===== config.mk =====
export PLATFORM = sky130hd
export DESIGN_NAME = ppm4_modulator
export DESIGN_NICKNAME = d
export VERILOG_FILES = /design/src/rtl/ppm4_pkg.sv /design/src/rtl/ppm4_slot_timer.sv /design/src/rtl/ppm4_sym_source.sv /design/src/rtl/ppm4_pulse_fsm.sv /design/src/rtl/ppm4_modulator.sv
export SDC_FILE = /design/constraint.sdc
export NUM_CORES = 1
export LEC_CHECK = 0
export BUFFER_PORTS_ARGS = -buffer_cell sky130_fd_sc_hd__buf_2
export CAP_MARGIN = 20
export CORE_AREA = 10 10 47 49
export CTS_CLUSTER_DIAMETER = 100
export DETAILED_ROUTE_END_ITERATION = 8
export DIE_AREA = 0 0 57 59
export GPL_TIMING_DRIVEN = 1
export SLEW_MARGIN = 20
export SYNTH_ARGS = -nofsm -noshare
export SYNTH_HDL_FRONTEND = slang
export SYNTH_SLANG_ARGS = --single-unit

===== constraint.sdc =====
create_clock -name clk -period 1.4 [get_ports clk]
set_input_delay 0.21 -clock clk [delete_from_list [all_inputs] [get_ports clk]]
set_output_delay 0.21 -clock clk [all_outputs]
set_load 0.03 [all_outputs]

===== src/rtl/ppm4_pkg.sv =====
`timescale 1ns/1ps
package ppm4_pkg;

    localparam int unsigned PULSE_SLOTS = 4;

    typedef logic [1:0] sym_t;

    typedef enum logic [1:0] {
        FS_EMPTY = 2'd0,
        FS_ARMED = 2'd1,
        FS_SENT  = 2'd2
    } frame_state_e;

    function automatic int unsigned frame_len(input int unsigned gap);
        return PULSE_SLOTS + gap;
    endfunction

endpackage


===== src/rtl/ppm4_slot_timer.sv =====
`timescale 1ns/1ps
module ppm4_slot_timer #(
    parameter int unsigned FRAME_LEN = 4,
    parameter int unsigned TW        = 2
) (
    input  logic          clk,
    input  logic          rst,
    output logic [TW-1:0] tcnt,
    output logic          load_slot,
    output logic          last_slot
);

    localparam logic [TW-1:0] LAST = TW'(FRAME_LEN - 1);

    always_ff @(posedge clk) begin
        if (rst) begin
            tcnt <= '0;
        end else if (tcnt == LAST) begin
            tcnt <= '0;
        end else begin
            tcnt <= tcnt + 1'b1;
        end
    end

    assign load_slot = (tcnt == '0);
    assign last_slot = (tcnt == LAST);

endmodule


===== src/rtl/ppm4_sym_source.sv =====
`timescale 1ns/1ps
module ppm4_sym_source
    import ppm4_pkg::*;
#(
    parameter bit SERIAL_IN = 1'b0
) (
    input  logic clk,
    input  logic rst,
    input  logic last_slot,
    input  sym_t sym_data,
    input  logic sym_valid,
    output logic sym_ready,
    input  logic ser_bit,
    input  logic ser_valid,
    output logic ser_ready,
    output sym_t hold,
    output logic hold_vld
);

    sym_t src_sym;
    logic src_vld;

    generate
        if (SERIAL_IN) begin : g_serial
            sym_t shreg;
            logic have_msb;
            sym_t pend;
            logic pend_vld;
            logic bit_take;
            logic unused_par;

            assign unused_par = ^{sym_data, sym_valid};
            assign ser_ready  = !pend_vld;
            assign sym_ready  = 1'b0;
            assign bit_take   = ser_valid && ser_ready;

            always_ff @(posedge clk) begin
                if (rst) begin
                    shreg    <= '0;
                    have_msb <= 1'b0;
                    pend     <= '0;
                    pend_vld <= 1'b0;
                end else begin
                    if (last_slot && pend_vld) begin
                        pend_vld <= 1'b0;
                    end
                    if (bit_take) begin
                        shreg <= {shreg[0], ser_bit};
                        if (have_msb) begin
                            pend     <= {shreg[0], ser_bit};
                            pend_vld <= 1'b1;
                            have_msb <= 1'b0;
                        end else begin
                            have_msb <= 1'b1;
                        end
                    end
                end
            end

            assign src_sym = pend;
            assign src_vld = pend_vld;
        end else begin : g_parallel
            logic unused_ser;

            assign unused_ser = ser_bit ^ ser_valid;
            assign sym_ready  = last_slot;
            assign ser_ready  = 1'b0;
            assign src_sym    = sym_data;
            assign src_vld    = sym_valid;
        end
    endgenerate

    always_ff @(posedge clk) begin
        if (rst) begin
            hold     <= '0;
            hold_vld <= 1'b0;
        end else if (last_slot) begin
            hold_vld <= src_vld;
            if (src_vld) begin
                hold <= src_sym;
            end
        end
    end

endmodule


===== src/rtl/ppm4_pulse_fsm.sv =====
`timescale 1ns/1ps
module ppm4_pulse_fsm
    import ppm4_pkg::*;
(
    input  logic clk,
    input  logic rst,
    input  logic load_slot,
    input  sym_t hold,
    input  logic hold_vld,
    output logic pulse
);

    frame_state_e state_q, state_d;
    sym_t         dcnt_q, dcnt_d;

    always_ff @(posedge clk) begin
        if (rst) begin
            state_q <= FS_EMPTY;
            dcnt_q  <= '0;
        end else begin
            state_q <= state_d;
            dcnt_q  <= dcnt_d;
        end
    end

    always_comb begin
        state_d = state_q;
        dcnt_d  = dcnt_q;
        if (load_slot) begin
            dcnt_d = hold - 2'd1;
            if (!hold_vld) begin
                state_d = FS_EMPTY;
            end else if (hold == 2'd0) begin
                state_d = FS_SENT;
            end else begin
                state_d = FS_ARMED;
            end
        end else begin
            unique case (state_q)
                FS_ARMED: begin
                    if (dcnt_q == 2'd0) begin
                        state_d = FS_SENT;
                    end else begin
                        dcnt_d = dcnt_q - 2'd1;
                    end
                end
                FS_EMPTY, FS_SENT: begin
                    state_d = state_q;
                end
                default: state_d = FS_EMPTY;
            endcase
        end
    end

    always_comb begin
        pulse = 1'b0;
        if (load_slot) begin
            pulse = hold_vld && (hold == 2'd0);
        end else begin
            unique case (state_q)
                FS_ARMED: pulse = (dcnt_q == 2'd0);
                default:  pulse = 1'b0;
            endcase
        end
    end

endmodule


===== src/rtl/ppm4_modulator.sv =====
`timescale 1ns/1ps
module ppm4_modulator
    import ppm4_pkg::*;
#(
    parameter int unsigned GAP_SLOTS = 0,
    parameter bit          SERIAL_IN = 1'b0
) (
    input  logic       clk,
    input  logic       rst,
    input  logic [1:0] sym_data,
    input  logic       sym_valid,
    output logic       sym_ready,
    input  logic       ser_bit,
    input  logic       ser_valid,
    output logic       ser_ready,
    output logic       ppm_out
);

    localparam int unsigned FRAME_LEN = frame_len(GAP_SLOTS);
    localparam int unsigned TW        = $clog2(FRAME_LEN);

    logic [TW-1:0] tcnt;
    logic          load_slot;
    logic          last_slot;
    sym_t          hold;
    logic          hold_vld;
    logic          pulse;

    ppm4_slot_timer #(
        .FRAME_LEN(FRAME_LEN),
        .TW       (TW)
    ) u_timer (
        .clk      (clk),
        .rst      (rst),
        .tcnt     (tcnt),
        .load_slot(load_slot),
        .last_slot(last_slot)
    );

    ppm4_sym_source #(
        .SERIAL_IN(SERIAL_IN)
    ) u_source (
        .clk      (clk),
        .rst      (rst),
        .last_slot(last_slot),
        .sym_data (sym_data),
        .sym_valid(sym_valid),
        .sym_ready(sym_ready),
        .ser_bit  (ser_bit),
        .ser_valid(ser_valid),
        .ser_ready(ser_ready),
        .hold     (hold),
        .hold_vld (hold_vld)
    );

    ppm4_pulse_fsm u_fsm (
        .clk      (clk),
        .rst      (rst),
        .load_slot(load_slot),
        .hold     (hold),
        .hold_vld (hold_vld),
        .pulse    (pulse)
    );

    assign ppm_out = pulse && !rst;

endmodule


== Word-level counts from Yosys, hierarchy flattened ==
Index checks and enable logic that the tools add are counted.

* Input bits: 7
* Output and inout port bits: 3
* Flip-flop bits (word level): 9

* Equality and inequality tests: 6
* $add $sub $neg: 3
* Reductions and logical operators: 13
* Mux-type cells: 10

{| class="wikitable"
|+ Operators by type and width
! cell !! number
|-
| $mux W2 || 7
|-
| $logic_not A2 Y1 || 4
|-
| $reduce_and A2 Y1 || 3
|-
| $eq A2 B2 Y1 const B || 2
|-
| $ne A2 B2 Y1 const B || 2
|-
| $pmux W2 S2 || 1
|-
| $reduce_or A2 Y1 || 2
|-
| $sub A2 B1 Y2 const B || 2
|-
| $ne A3 B2 Y1 const B || 1
|-
| $add A2 B1 Y2 const B || 1
|-
| $eq A2 B1 Y1 const B || 1
|-
| $logic_and A1 B1 Y1 || 2
|-
| $mux W1 || 2
|-
| $reduce_bool A2 Y1 || 1
|-
| $logic_not A1 Y1 || 1
|}

== Longest topological paths before layout ==
* Depth in word-level cells: 4
* Mapped depth: 6
* Depth with buffers taken out: 5

== Cells and area by module ==
A second synthesis with hierarchy kept.

* Cell total of the unflattened synthesis: 48
* Area total of the unflattened synthesis: 478.0 um2

{| class="wikitable"
|+ By module, submodules not included
! module !! area an instance (um2) !! cells each !! seq. area each (um2) !! times used
|-
| ppm4_pulse_fsm || 236.5 || 25 || 80.1 || 1
|-
| ppm4_sym_source || 132.6 || 14 || 60.1 || 1
|-
| ppm4_slot_timer || 95.1 || 8 || 40.0 || 1
|-
| ppm4_modulator || 13.8 || 1 || 0.0 || 1
|}

== Least setup slack after synthesis ==
OpenSTA, ideal clock, no wires.

* Kind: register -> output
* From: register u_timer.tcnt[0]
* To: output ppm_out
* Arrival: 1.607 ns
* Path buffers: 0
* Stages on the path, launching flop included: 5
* Path slack: -0.417 ns
* Cell sequence: dfxtp_1 -> inv_1 -> ha_1 -> or4_1 -> a21oi_1

* Cells in the longest elaborated chain, start to end: 3

{| class="wikitable"
|+ RTL lines
! item !! line !! text
|-
| start: declaration || ppm4_slot_timer.sv:8 || <nowiki>output logic [TW-1:0] tcnt,</nowiki>
|-
| start signal: assignment || ppm4_slot_timer.sv:21 || <nowiki>tcnt <= tcnt + 1'b1;</nowiki>
|-
| $logic_not A2 Y1 || ppm4_slot_timer.sv:25 || <nowiki>assign load_slot = (tcnt == '0);</nowiki>
|-
| $mux W1 || ppm4_pulse_fsm.sv:57 || <nowiki>if (load_slot) begin</nowiki>
|-
| $logic_and A1 B1 Y1 || ppm4_modulator.sv:65 || <nowiki>assign ppm_out = pulse && !rst;</nowiki>
|-
| end: declaration || ppm4_modulator.sv:16 || <nowiki>output logic ppm_out</nowiki>
|}

Every way passes these cells.

== Final worst setup path ==
* From: register u_timer.tcnt[1]
* To: output ppm_out

The elaborated chain is that of the path after synthesis.

==> flow_summary.json <==
{
  "grt_pass1_wl_um": 1966,
  "critical_path_required_ns": 1.19,
  "stdcell_area_um2": 744.5,
  "netlist.area_leader.share": 0.3396,
  "status": "complete, but fails checks",
  "clock.fmax_mhz": 580.8,
  "syn_area_per_cell_um2": 8.842,
  "drive_gt1_frac": 0.4231,
  "max_stage_delay_ns": 0.42,
  "crit_buf_inv": 2,
  "worstSetupStartpointType": "register",
  "worst_slack_ns": -0.3217,
  "final_cell_mix": "buf_4, dfxtp_1, nand2_1, buf_2",
  "yosysUniqueCellTypes": 32,
  "crit_type": "reg2out",
  "arrival_ns": 1.51,
  "ioPinCount": 10,
  "numCtsBuffers": 3,
  "syn_nets": 70,
  "nFillCells": 150,
  "power.total_mw": 0.7815,
  "critical_path.top_delay_family": "simple AND/OR/NAND/NOR gates",
  "areaGrowthSynthToFinish_pct": 40.33,
  "fin_worst_skew_ns": 0.002932,
  "instances_no_fill": 94,
  "drt-pass1-iter-count": 4,
  "grt_util_all_layers": 0.07499,
  "max-cap-violations": 0,
  "fin_hold_ws_ns": 0.1881,
  "ys_seq_area_frac": 0.3396,
  "clock_latency_ns": 0.27,
  "vias": 488,
  "rsz0062_at_grt": "yes",
  "htreeDepth": 1,
  "hold_path_class": "in2reg",
  "crit_fanout": 2,
  "diodes": 0,
  "clock-sinks": 9,
  "post-synth-top-area-cell": "dfxtp_1",
  "grt_max_degree": 11,
  "wl_um": 1158,
  "clk_pin_slew_ns": 0.06,
  "start_util": 0.3786,
  "die_area_um2": 3363,
  "final_hold_viol_count": 0,
  "fin_nets": 89,
  "drtAntennaViolNets": 0,
  "synth_area_um2": 530.5,
  "use_met3": 0.04936,
  "dieHeight_um": 59,
  "netlist_top_cells_area": "dfxtp_1, ha_1, a21oi_1, mux2i_1, or3b_1",
  "gr-max-usage-layer": "met2",
  "fin_crit_sh": 1.230,
  "drt_iter0_markers": 2,
  "slew_viol_final": 0,
  "yosysWarningCount": 0,
  "synth_seq_cells": 9,
  "hpwlAfterDp_um": 842.3,
  "critical_path.slowest_cell": "or4_4",
  "grt_overflow": 0,
  "fp-row-count": 14,
  "crit_path_cell_trace": "inv_2 -> ha_4 -> or4_4 -> a21oi_4 -> buf_6",
  "cts_tree": "built",
  "place_congestion": 0.7168,
  "crit_path_end_kind": "primary output",
  "min_period_ns": 1.722,
  "dieWidth_um": 57,
  "drc": 0,
  "grt_pass1_vias": 475,
  "place_area_um2": 676.9,
  "cts_buffer_depth": 2,
  "cts_root_buf": "clkbuf_4",
  "p_leak_nw": 0.2935,
  "dp.cells": 89,
  "final_common_cell": "buf_4",
  "grtUsageMet2": 0.1256,
  "routedWlPerCell_um": 12.32,
  "power.density_nw_per_um2": 1050,
  "antenna_found_initial": 0,
  "ir_drop_v": 0.0006605,
  "io_buffer_count": 6,
  "setup_viol": 3,
  "core_um2": 1401,
  "violations": "setup timing",
  "dp_slack_ns": -0.08717,
  "synthCells": 60,
  "met1_usage": 0.06826,
  "vias_per_cell": 5.191
}
## final cells by class
class / count / area (µm²) / area share
clock buffers: 4 / 26.28 / 0.03529
flip-flops and latches: 9 / 182.7 / 0.2454
well taps: 16 / 20.02 / 0.02689
inverters: 2 / 7.507 / 0.01008
multi-input cells: 46 / 379.1 / 0.5092
repair buffers: 17 / 128.9 / 0.1731
## worst min-delay path: cells and delay by family
family	cells	cell delay (ns)
AO/OA/AOI/OAI	1	0.05
AND/OR/NAND/NOR	1	0.05
buffers and inverters	1	0.10
## cell families after synthesis
| family | share of synthesized area |
|---|---|
| AND/OR/NAND/NOR | 0.3066 |
| other | 0.007069 |
| buffers and inverters | 0.04481 |
| multiplexers | 0.03774 |
| flip-flops | 0.3396 |
| adder cells (fa/ha/maj) | 0.07076 |
| AO/OA/AOI/OAI | 0.1934 |
## path summary, 6_finish.rpt
kind | start | end | slack, ns | cells past startpoint
hold reg to reg | u_source.hold[0] | u_source.hold[0] | 0.51 | 2
setup / recovery | u_timer.tcnt[1] | ppm_out | -0.32 | 5
hold / removal | sym_data[0] | u_source.hold[0] | 0.19 | 3
setup reg to reg | u_timer.tcnt[1] | u_fsm.dcnt_q[1] | -0.13 | 6
## per-stage QoR
step	setup TNS, ns	util
finish	-0.4923	0.5313
global route	-0.7022	0.5313
CTS	-0.6026	0.5250
detailed placement	-0.2516	0.4830
global placement	-0.2410	0.4830
floorplan	-0.01567	-
## power breakdown
part | leakage (nW) | total, mW | internal [mW] | switching [mW]
registers | 0.0741 | 0.297 | 0.282 | 0.0152
clock network | 0.0150 | 0.210 | 0.110 | 0.0991
logic | 0.204 | 0.275 | 0.151 | 0.124
## synth_stat cells
cell type / n
dfxtp_1: 9
a21oi_1: 4
nand2_1: 4
ha_1: 3
nand3_1: 3
inv_1: 2
mux2i_1: 2
nand2b_1: 2
nand3b_1: 2
nor2_1: 2
nor2b_1: 2
nor3_1: 2
nor3b_1: 2
or3b_1: 2
or4_1: 2
a211o_1: 1
a211oi_1: 1
a31oi_1: 1
a41oi_2: 1
and3_1: 1
and4bb_1: 1
buf_2: 1
buf_4: 1
clkbuf_1: 1
conb_1: 1
o211a_1: 1
o21ai_0: 1
o21ai_1: 1
o21ba_2: 1
o21bai_1: 1
o22ai_1: 1
or3b_2: 1
## state kept, by name, summed over array words and instances (netlist names)
| name | flops |
|---|---|
| u_fsm.dcnt_q | 2 |
| u_timer.tcnt | 2 |
| u_source.hold | 2 |
| u_fsm.state_q | 2 |
| u_source.hold_vld | 1 |
## timing repair
item / CTS / global route
buffers inserted: 1 / 0
gates resized for setup: 6 / 3
endpoints found under the setup margin: 4 / 5
hold buffers: 0 / 0
cloned: 0 / 0
pin swaps: 6 / 4
## metal layers
metal,vias to the layer above,part of all wire
met4,0,0.014
met5,-,0
met3,3,0.067
met2,13,0.47
li1,256,-
met1,216,0.45
(Power assumes the default switching activity.)
